## config.mk

```make
export PLATFORM = sky130hd
export DESIGN_NAME = memmap_ctrl
export DESIGN_NICKNAME = d
export VERILOG_FILES = /design/src/rtl/memmap_pkg.sv /design/src/rtl/memmap_regs.sv /design/src/rtl/memmap_xlate.sv /design/src/rtl/memmap_rdpath.sv /design/src/rtl/memmap_ctrl.sv
export SDC_FILE = /design/constraint.sdc
export NUM_CORES = 1
export LEC_CHECK = 0
export BUFFER_PORTS_ARGS = -buffer_cell sky130_fd_sc_hd__buf_2
export CAP_MARGIN = 20
export CORE_MARGIN = 5
export CORE_UTILIZATION = 31
export CTS_BUF_LIST = sky130_fd_sc_hd__clkbuf_8
export CTS_CLUSTER_DIAMETER = 60
export DETAILED_ROUTE_END_ITERATION = 8
export PLACE_DENSITY_LB_ADDON = 0.25
export SYNTH_ARGS = -nofsm -noshare
export SYNTH_HDL_FRONTEND = slang
export SYNTH_SLANG_ARGS = --single-unit
```

## constraint.sdc

```tcl
create_clock -name clk -period 2.69 [get_ports clk]
set_input_delay 0.1345 -clock clk [delete_from_list [all_inputs] [get_ports clk]]
set_output_delay 0.1345 -clock clk [all_outputs]
set_load 0.05 [all_outputs]
```

## src/rtl/memmap_pkg.sv

```systemverilog
package memmap_pkg;

    localparam logic [1:0] OPM_NORMAL = 2'b00;
    localparam logic [1:0] OPM_EMUL   = 2'b01;

    // Number of bits governed by the write-once rule (hh, nvm)
    localparam int WO_BITS = 2;

    typedef struct packed {
        logic emem;   // bit 2, strap-only
        logic hh;     // bit 1, high-half-only control
        logic nvm;    // bit 0, memory enable
    } ctl_t;

    function automatic logic opm_special(input logic [1:0] m);
        return m[1];
    endfunction

    function automatic logic opm_emul(input logic [1:0] m);
        return m == OPM_EMUL;
    endfunction

endpackage

```

## src/rtl/memmap_regs.sv

```systemverilog
module memmap_regs
    import memmap_pkg::*;
(
    input  logic               clk,
    input  logic               rst_n,
    input  logic [1:0]         opmode_i,
    input  logic               strap_emem_i,
    input  logic               strap_nvm_i,
    input  logic               wr_hit_i,
    input  logic [WO_BITS-1:0] wdata_i,
    output ctl_t               ctl_o,
    output logic [WO_BITS-1:0] done_o
);

    typedef struct packed {
        ctl_t               ctl;
        logic [WO_BITS-1:0] done;
    } state_t;

    state_t             s_d, s_q;
    logic [WO_BITS-1:0] wo_cur;
    logic [WO_BITS-1:0] wo_nxt;
    logic [WO_BITS-1:0] done_nxt;

    assign wo_cur = {s_q.ctl.hh, s_q.ctl.nvm};

    // Per-bit write permission: special modes write freely and leave the
    // sticky flag alone; other modes write only while the flag is clear.
    for (genvar i = 0; i < WO_BITS; i++) begin : g_wo
        always_comb begin
            wo_nxt[i]   = wo_cur[i];
            done_nxt[i] = s_q.done[i];
            if (wr_hit_i) begin
                if (opm_special(opmode_i)) begin
                    wo_nxt[i] = wdata_i[i];
                end else if (!s_q.done[i]) begin
                    wo_nxt[i]   = wdata_i[i];
                    done_nxt[i] = 1'b1;
                end
            end
        end
    end

    always_comb begin
        s_d          = s_q;
        s_d.ctl.hh   = wo_nxt[1];
        s_d.ctl.nvm  = wo_nxt[0];
        s_d.done     = done_nxt;
        if (!rst_n) begin
            s_d.ctl.emem = strap_emem_i;
            s_d.ctl.hh   = 1'b0;
            s_d.ctl.nvm  = strap_nvm_i;
            s_d.done     = '0;
        end
    end

    always_ff @(posedge clk) begin
        s_q <= s_d;
    end

    assign ctl_o  = s_q.ctl;
    assign done_o = s_q.done;

endmodule

```

## src/rtl/memmap_xlate.sv

```systemverilog
module memmap_xlate #(
    parameter int                   AW       = 16,
    parameter int                   GAW      = 23,
    parameter logic [AW-1:0]        WIN_BASE = 16'h4000,
    parameter logic [AW-1:0]        WIN_LAST = 16'h7FFF,
    parameter logic [GAW-AW-1:0]    INT_BANK = 7'h7F,
    parameter logic [GAW-AW-1:0]    EXT_BANK = 7'h14
) (
    input  logic [AW-1:0]  cpu_addr_i,
    input  logic           hh_i,
    input  logic           nvm_i,
    output logic           hit_o,
    output logic [GAW-1:0] glob_o,
    output logic           ext_o
);

    localparam int BANK_W = GAW - AW;

    logic [BANK_W-1:0] bank;

    always_comb begin
        hit_o  = (cpu_addr_i >= WIN_BASE) && (cpu_addr_i <= WIN_LAST);
        bank   = hh_i ? EXT_BANK : INT_BANK;
        glob_o = '0;
        ext_o  = 1'b0;
        if (hit_o) begin
            glob_o = {bank, cpu_addr_i};
            ext_o  = hh_i || !nvm_i;
        end
    end

endmodule

```

## src/rtl/memmap_rdpath.sv

```systemverilog
module memmap_rdpath
    import memmap_pkg::*;
#(
    parameter int            AW       = 16,
    parameter int            DW       = 8,
    parameter logic [AW-1:0] REG_ADDR = 16'h0013
) (
    input  logic [AW-1:0] reg_addr_i,
    input  logic          reg_wr_i,
    input  logic [DW-1:0] reg_wdata_i,
    input  logic [1:0]    opmode_i,
    input  ctl_t          ctl_i,
    input  logic [DW-1:0] ext_rdata_i,
    output logic          wr_hit_o,
    output logic [DW-1:0] rdata_o,
    output logic          ext_wr_o,
    output logic [DW-1:0] ext_wdata_o
);

    localparam int CTL_W = $bits(ctl_t);

    logic sel;

    always_comb begin
        sel         = (reg_addr_i == REG_ADDR);
        wr_hit_o    = sel && reg_wr_i;
        ext_wr_o    = wr_hit_o && opm_emul(opmode_i);
        ext_wdata_o = reg_wdata_i;
        rdata_o     = '0;
        if (sel) begin
            if (opm_emul(opmode_i)) begin
                rdata_o = ext_rdata_i;
            end else begin
                rdata_o = {{(DW-CTL_W){1'b0}}, ctl_i};
            end
        end
    end

endmodule

```

## src/rtl/memmap_ctrl.sv

```systemverilog
module memmap_ctrl
    import memmap_pkg::*;
#(
    parameter int                AW       = 16,
    parameter int                DW       = 8,
    parameter int                GAW      = 23,
    parameter logic [AW-1:0]     REG_ADDR = 16'h0013,
    parameter logic [AW-1:0]     WIN_BASE = 16'h4000,
    parameter logic [AW-1:0]     WIN_LAST = 16'h7FFF,
    parameter logic [GAW-AW-1:0] INT_BANK = 7'h7F,
    parameter logic [GAW-AW-1:0] EXT_BANK = 7'h14
) (
    input  logic           clk,
    input  logic           rst_n,
    input  logic [1:0]     opmode_i,
    input  logic           strap_emem_i,
    input  logic           strap_nvm_i,
    input  logic [AW-1:0]  reg_addr_i,
    input  logic           reg_wr_i,
    input  logic [DW-1:0]  reg_wdata_i,
    output logic [DW-1:0]  reg_rdata_o,
    input  logic [DW-1:0]  ext_rdata_i,
    output logic           ext_wr_o,
    output logic [DW-1:0]  ext_wdata_o,
    input  logic [AW-1:0]  cpu_addr_i,
    output logic           win_hit_o,
    output logic [GAW-1:0] glob_addr_o,
    output logic           win_ext_o
);

    ctl_t               ctl_q;
    logic [WO_BITS-1:0] done_q;
    logic               wr_hit;

    memmap_rdpath #(
        .AW       (AW),
        .DW       (DW),
        .REG_ADDR (REG_ADDR)
    ) u_rd (
        .reg_addr_i  (reg_addr_i),
        .reg_wr_i    (reg_wr_i),
        .reg_wdata_i (reg_wdata_i),
        .opmode_i    (opmode_i),
        .ctl_i       (ctl_q),
        .ext_rdata_i (ext_rdata_i),
        .wr_hit_o    (wr_hit),
        .rdata_o     (reg_rdata_o),
        .ext_wr_o    (ext_wr_o),
        .ext_wdata_o (ext_wdata_o)
    );

    memmap_regs u_regs (
        .clk          (clk),
        .rst_n        (rst_n),
        .opmode_i     (opmode_i),
        .strap_emem_i (strap_emem_i),
        .strap_nvm_i  (strap_nvm_i),
        .wr_hit_i     (wr_hit),
        .wdata_i      (reg_wdata_i[WO_BITS-1:0]),
        .ctl_o        (ctl_q),
        .done_o       (done_q)
    );

    memmap_xlate #(
        .AW       (AW),
        .GAW      (GAW),
        .WIN_BASE (WIN_BASE),
        .WIN_LAST (WIN_LAST),
        .INT_BANK (INT_BANK),
        .EXT_BANK (EXT_BANK)
    ) u_xl (
        .cpu_addr_i (cpu_addr_i),
        .hh_i       (ctl_q.hh),
        .nvm_i      (ctl_q.nvm),
        .hit_o      (win_hit_o),
        .glob_o     (glob_addr_o),
        .ext_o      (win_ext_o)
    );

endmodule

```

# ---- Word level (Yosys, flattened, before mapping)
# Index checks and enable logic that the tools add are counted.
dict set report totals {
  input_bits 55
  elab_cells 35
  ff_bits 4
  out_inout_bits 42
}
dict set report op_classes {
  n_bitwise 1
  n_lt_le_gt_ge 2
  muxes 15
  reduce_logical 8
  n_eq_ne 5
}
# cell count
set op_table {}
lappend op_table {{23-bit two-way mux} 1}
lappend op_table {{16-bit by 5-bit equality test with 1-bit output (second input constant)} 1}
lappend op_table {{16-bit by 15-bit >= comparator with 1-bit output (second input constant)} 1}
lappend op_table {{16-bit by 15-bit <= comparator with 1-bit output (second input constant)} 1}
lappend op_table {{8-bit two-way mux} 2}
lappend op_table {{1-bit two-way mux} 10}
lappend op_table {{7-bit two-way mux} 1}
lappend op_table {{2-bit AND reduction} 3}
lappend op_table {{1-bit logical AND} 3}
lappend op_table {{3-bit two-way mux} 1}
lappend op_table {{3-bit inequality test (second input constant)} 1}
lappend op_table {{2-bit by 1-bit equality test with 1-bit output (second input constant)} 1}
lappend op_table {{2-bit by 1-bit inequality test with 1-bit output (second input constant)} 1}
lappend op_table {{2-bit inequality test (second input constant)} 1}
lappend op_table {{1-bit logical NOT} 1}
lappend op_table {{1-bit logical OR} 1}
lappend op_table {{1-bit inverter} 1}

# ---- Logic depth before layout (Yosys ltp)
dict set report logic_depth {
  depth_word 4
  mapped_depth 4
  ltp_nobuf 4
}

# ---- Modules after synthesis
# Synthesis repeated with hierarchy kept, for this count alone.
dict set report unflattened {
  cells_unflattened 73
  hier_area_um2 611.8
}
# mod seq_area_each_um2 n_inst area_per_inst_um2 cells_each
set modules_own_cells {}
lappend modules_own_cells {memmap_xlate 0.0 1 224.0 29}
lappend modules_own_cells {memmap_rdpath 0.0 1 216.5 29}
lappend modules_own_cells {memmap_regs 100.1 1 171.4 15}

# ---- Least setup slack after synthesis
# Ideal clock, no wire load.
dict set report synth_path {
  path_kind {input to output}
  startpoint {input cpu_addr_i[15]}
  endpoint {output glob_addr_o[0]}
  cell_stages 4
  required_ps 2556
  t_arrival_ps 1550
  path_buffers 1
  slack_ps 1005
  cell_sequence {nand2b_1 inv_1 clkbuf_1 and2_1}
}
dict set report synth_via {
  elab_chain_cells 3
  word_cells_on_any_way 4
  classes_between {order compare: 2; mux: 1; reduce/logical: 1}
}
# element line_no
set synth_lines {}
lappend synth_lines {{start, declared} memmap_ctrl.sv:25} ;# input logic [AW-1:0] cpu_addr_i,
lappend synth_lines {{16-bit by 15-bit >= comparator with 1-bit output or 16-bit by 15-bit <= comparator with 1-bit output (tied branches)} memmap_xlate.sv:22} ;# hit_o = (cpu_addr_i >= WIN_BASE) && (cpu_addr_i <= WIN_LAST);
lappend synth_lines {{1-bit logical AND (*)} memmap_xlate.sv:22}
lappend synth_lines {{net win_hit_o} memmap_ctrl.sv:26} ;# output logic win_hit_o,
lappend synth_lines {{23-bit two-way mux (*)} memmap_xlate.sv:26} ;# if (hit_o) begin
lappend synth_lines {{end, declared} memmap_ctrl.sv:27} ;# output logic [GAW-1:0] glob_addr_o,
# Mark *: on every way through the listed nets, which the timed path passes. The rest lies on a longest branch.

# ---- Worst setup path after layout
dict set report layout_path {
  startpoint {input reg_addr_i[9]}
  endpoint {output reg_rdata_o[4]}
}
dict set report layout_via {
  elab_chain_cells 2
}
# element line_no
set layout_lines {}
lappend layout_lines {{start, declared} memmap_ctrl.sv:18} ;# input logic [AW-1:0] reg_addr_i,
lappend layout_lines {{16-bit by 5-bit equality test with 1-bit output} memmap_rdpath.sv:25} ;# sel = (reg_addr_i == REG_ADDR);
lappend layout_lines {{8-bit two-way mux} memmap_rdpath.sv:30} ;# if (sel) begin
lappend layout_lines {{end, declared} memmap_ctrl.sv:21} ;# output logic [DW-1:0] reg_rdata_o,
# Every way passes these cells.

==> report_table.html <==
<table>
<tr><th>Metric</th><th>Value</th></tr>
<tr><th colspan="2">Detailed routing</th></tr>
<tr><td>Number of nets with antenna violations after routing</td><td>0</td></tr>
<tr><td>Iteration-0 DRC count of the detailed router</td><td>8</td></tr>
<tr><td>Total wire length after detailed routing</td><td>1.890 mm</td></tr>
<tr><td>Routed via count divided by cell count</td><td>4.078</td></tr>
<tr><td>Initial DRT Pass Iterations</td><td>4</td></tr>
<tr><td>Drt wl/cell</td><td>11.32 um</td></tr>
<tr><td>Vias after detailed routing</td><td>681</td></tr>
<tr><td>Post-route DRC</td><td>0</td></tr>
<tr><th colspan="2">Power and ir drop</th></tr>
<tr><td>Net switching power</td><td>0.1273 mW</td></tr>
<tr><td>Fraction of power spent switching nets</td><td>0.3761</td></tr>
<tr><td>Static Leak</td><td>0.5763 nW</td></tr>
<tr><td>Internal Power</td><td>0.2112 mW</td></tr>
<tr><td>Pwr dens</td><td>350.8 mW/mm^2</td></tr>
<tr><td>Part of the power in combinational logic</td><td>0.432</td></tr>
<tr><td>Proportion of power drawn by the clock network</td><td>0.365</td></tr>
<tr><td>Sequential cell fraction of total power</td><td>0.203</td></tr>
<tr><td>Largest voltage drop on the vdd net</td><td>0.2834 mV</td></tr>
<tr><th colspan="2">Setup path</th></tr>
<tr><td>CP Capture Type</td><td>primary output</td></tr>
<tr><td>CP Launch Type</td><td>primary input</td></tr>
<tr><td>Critical-path maximum fanout</td><td>9</td></tr>
<tr><td>Data arrival time of the worst path</td><td>1.45 ns</td></tr>
<tr><td>Worst Path Required</td><td>2.56 ns</td></tr>
<tr><td>Type of the worst setup path</td><td>primary input to primary output</td></tr>
<tr><th colspan="2">Floorplan</th></tr>
<tr><td>Vertical die dimension</td><td>53.74 um</td></tr>
<tr><td>Die Footprint</td><td>0.002888 mm^2</td></tr>
<tr><td>Starting density of the core</td><td>0.3362</td></tr>
<tr><td>X dimension of the die</td><td>53.74 um</td></tr>
<tr><td>Num ports</td><td>97</td></tr>
<tr><td>Site row count</td><td>15</td></tr>
<tr><td>CORE AREA</td><td>0.001764 mm^2</td></tr>
<tr><th colspan="2">STA</th></tr>
<tr><td>Unrepaired setup endpoints after global routing</td><td>no</td></tr>
<tr><td>Pins over their slew limit</td><td>0</td></tr>
<tr><td>Setup TNS</td><td>0 ns</td></tr>
<tr><td>Worst Slack Setup Final</td><td>1.106 ns</td></tr>
<tr><td>Crit share post-route</td><td>0.5890</td></tr>
<tr><td>Final worst clock skew</td><td>0.005080 ns</td></tr>
<tr><td>Min cycle time layout</td><td>1.584 ns</td></tr>
<tr><td>Fmax achieved</td><td>0.6312 GHz</td></tr>
<tr><td>Setup-violating endpoint count in the final report</td><td>0</td></tr>
<tr><td>Final hold violations</td><td>0</td></tr>
<tr><td>Hold slack final</td><td>0.1014 ns</td></tr>
<tr><th colspan="2">Place</th></tr>
<tr><td>Buffers on Ports</td><td>83</td></tr>
<tr><td>Detailed placer's ending HPWL</td><td>1.764 mm</td></tr>
<tr><td>Final weighted congestion in routability-driven placement</td><td>0.7152</td></tr>
<tr><td>Dpl ws</td><td>1.098 ns</td></tr>
<tr><th colspan="2">Finish</th></tr>
<tr><td>Share of cells above drive strength 1</td><td>0.6549</td></tr>
<tr><td>Fin nets</td><td>199</td></tr>
<tr><td>Filler cell count in the final layout</td><td>174</td></tr>
<tr><td>Synth-to-Final Area Change</td><td>62.66%</td></tr>
<tr><td>Area of the multi-input gates</td><td>357.8 um^2</td></tr>
<tr><td>Combined flip-flop and latch cell area</td><td>100.1 um^2</td></tr>
<tr><td>Number of antenna repair diodes</td><td>0</td></tr>
<tr><th colspan="2">Clocking</th></tr>
<tr><td>Clock latency of the later-clocked register in the worst-skew pair</td><td>0.21 ns</td></tr>
<tr><td>TritonCTS clock tree</td><td>built</td></tr>
<tr><td>Clock Tree Buf Depth</td><td>2</td></tr>
<tr><td>Resize count post-CTS</td><td>0</td></tr>
<tr><td># Post-CTS Setup Buffers</td><td>0</td></tr>
<tr><td>Cell at the root of the clock tree</td><td>sky130_fd_sc_hd__clkbuf_8</td></tr>
<tr><td>Count of hold buffers inserted by post-cts repair</td><td>0</td></tr>
<tr><td>CTS HTree Levels</td><td>1</td></tr>
<tr><td>Clock-pin slew on the worst setup and hold paths</td><td>0.03 ns</td></tr>
<tr><td>TritonCTS Buffers</td><td>3</td></tr>
<tr><td>Sink Count</td><td>4</td></tr>
<tr><th colspan="2">Global routing</th></tr>
<tr><td>Pin count of the biggest net entering global routing</td><td>18</td></tr>
<tr><td>Global-route wire length before repair</td><td>2.546 mm</td></tr>
<tr><td>Global-route usage over all layers</td><td>0.1164</td></tr>
<tr><td>Antenna violations before repair</td><td>0</td></tr>
<tr><td>Leftover overflow at the end of global routing</td><td>0</td></tr>
<tr><td>Vias in the first global route</td><td>618</td></tr>
<tr><th colspan="2">Logic synthesis</th></tr>
<tr><td>Share of cell area taken by muxes after synthesis</td><td>0.05274</td></tr>
<tr><td>Largest cells by area after synthesis</td><td>sky130_fd_sc_hd__and2_1, sky130_fd_sc_hd__buf_4, sky130_fd_sc_hd__edfxtp_1</td></tr>
<tr><td>Post-synthesis sequential area ratio</td><td>0.1688</td></tr>
<tr><td>Post-synthesis share of cell area spent on xor and xnor gates</td><td>0</td></tr>
<tr><td>Number of instances in the synthesized netlist</td><td>72</td></tr>
<tr><td>Synthesized cell area</td><td>593.1 um^2</td></tr>
<tr><td>Mean instance size in the synthesized netlist</td><td>8.237 um^2</td></tr>
<tr><td>#FFs+latches synth</td><td>4</td></tr>
<tr><td>Cell taking the most area after synthesis</td><td>sky130_fd_sc_hd__and2_1</td></tr>
<tr><td>Yosys synthesis warning count</td><td>0</td></tr>
<tr><td>Main combinational cell family by area after synthesis</td><td>simple AND/OR/NAND/NOR gates</td></tr>
<tr><td>Area share of the leading cell type in the synthesized netlist</td><td>0.2004</td></tr>
<tr><td>Synthesized Nets</td><td>127</td></tr>
<tr><td>Synth Area in Simple Gates</td><td>0.4768</td></tr>
<tr><td>Number of different library cells in the post-synthesis netlist</td><td>23</td></tr>
<tr><td>Adder-cell share of the synthesized area</td><td>0</td></tr>
<tr><td>Synth Area in Compound Gates</td><td>0.06751</td></tr>
<tr><th colspan="2">Hold path</th></tr>
<tr><td>Path category of the worst min-delay check</td><td>primary input to register</td></tr>
<tr><th colspan="2">Flow run</th></tr>
<tr><td>Maximum Capacitance Violations</td><td>0</td></tr>
<tr><th colspan="2">Run status</th></tr>
<tr><td>Outcome</td><td>completed</td></tr>
</table>
[Yosys cell counts]
library cell,instances
sky130_fd_sc_hd__nand4_4,1
sky130_fd_sc_hd__a21oi_1,3
sky130_fd_sc_hd__nand2b_1,1
sky130_fd_sc_hd__and2_1,19
sky130_fd_sc_hd__conb_1,1
sky130_fd_sc_hd__buf_4,15
sky130_fd_sc_hd__edfxtp_1,2
sky130_fd_sc_hd__nor4_4,2
sky130_fd_sc_hd__nand2_1,2
sky130_fd_sc_hd__o21ai_0,2
sky130_fd_sc_hd__dfxtp_1,2
sky130_fd_sc_hd__nor4b_4,1
sky130_fd_sc_hd__o31ai_1,1
sky130_fd_sc_hd__inv_1,5
sky130_fd_sc_hd__and4bb_2,1
sky130_fd_sc_hd__nor2_1,6
sky130_fd_sc_hd__nor2b_1,1
sky130_fd_sc_hd__clkbuf_1,1
sky130_fd_sc_hd__nor3b_2,1
sky130_fd_sc_hd__o211ai_1,1
sky130_fd_sc_hd__mux2_2,1
sky130_fd_sc_hd__or3b_1,1
sky130_fd_sc_hd__mux2i_1,2
[placed cells by master, fill, tap and decap left out, drive strengths merged, types with 2 or more instances in the layout]
cell type	Yosys	routed
nor2	6	6
a21oi	3	3
o21ai	2	2
buf	15	83
edfxtp	2	2
clkbuf	1	3
dfxtp	2	2
mux2i	2	2
nor4	2	2
and2	19	19
inv	5	5
nand2	2	2
[flip-flops by register name (all words and copies together), names as in the netlist]
register	count
u_regs.done_o	1
u_regs.ctl_o	3
[critical path: stages]
cell                      delay [ns]
sky130_fd_sc_hd__buf_2          0.11
sky130_fd_sc_hd__nor4_4         0.31
sky130_fd_sc_hd__nand4_4        0.20
sky130_fd_sc_hd__nor3b_2        0.28
sky130_fd_sc_hd__and2_1         0.16
sky130_fd_sc_hd__buf_2          0.26
[layer usage]
| metal | GRT usage | part of all wire |
|---|---|---|
| met2 | 0.2258 | 0.54 |
| met4 | 0.02979 | 0 |
| met1 | 0.1192 | 0.31 |
| met3 | 0.03324 | 0.15 |
| met5 | 0 | 0 |
[metrics by stage]
step | std cells | total power, mW | instance area [um^2] | util
global placement | 164 | 0.2153 | 923.4 | 0.5234
detailed placement | 164 | 0.2169 | 923.4 | 0.5234
CTS | 167 | 0.3427 | 964.7 | 0.5468
finish | 167 | 0.3385 | 964.7 | 0.5468
floorplan | 72 | 0.1932 | 593.1 | -
global route | 167 | 0.3568 | 964.7 | 0.5468
[power by group through the flow]
stage	logic [mW]	registers, mW	clock network, mW
final	0.146	0.0686	0.124
after global routing	0.156	0.0687	0.132
after CTS	0.148	0.0686	0.126
after detailed placement	0.147	0.0695	0
after global placement	0.146	0.0693	0
after floorplan	0.124	0.0690	0
[cells by family (layout without fill, tap and decap cells)]
kind of cell / count (synthesis) / count (layout)
DFF: 4 / 4
AOI/OAI and AO/OA: 7 / 7
buffers and inverters: 21 / 91
other: 1 / 1
and+or+nand+nor: 36 / 36
muxes: 3 / 3
[final timing paths]
check,from,depth (start not counted),slack (ns),endpoint
worst max-delay path,reg_addr_i[9],6,1.11,reg_rdata_o[4]
worst min-delay path,strap_emem_i,1,0.10,u_regs.ctl_o[2]
worst max register to register,u_regs.done_o[0],3,1.67,u_regs.ctl_o[0]
worst min register to register,u_regs.done_o[0],2,0.45,u_regs.done_o[0]
[final cells by class]
cell class | count | area share
well taps | 25 | 0.03243
multi-input cells | 47 | 0.3709
repair buffers | 83 | 0.4306
clock buffers | 3 | 0.04280
flip-flops and latches | 4 | 0.1038
inverters | 5 | 0.01946
Note: power is estimated with default switching activity, not from simulation.
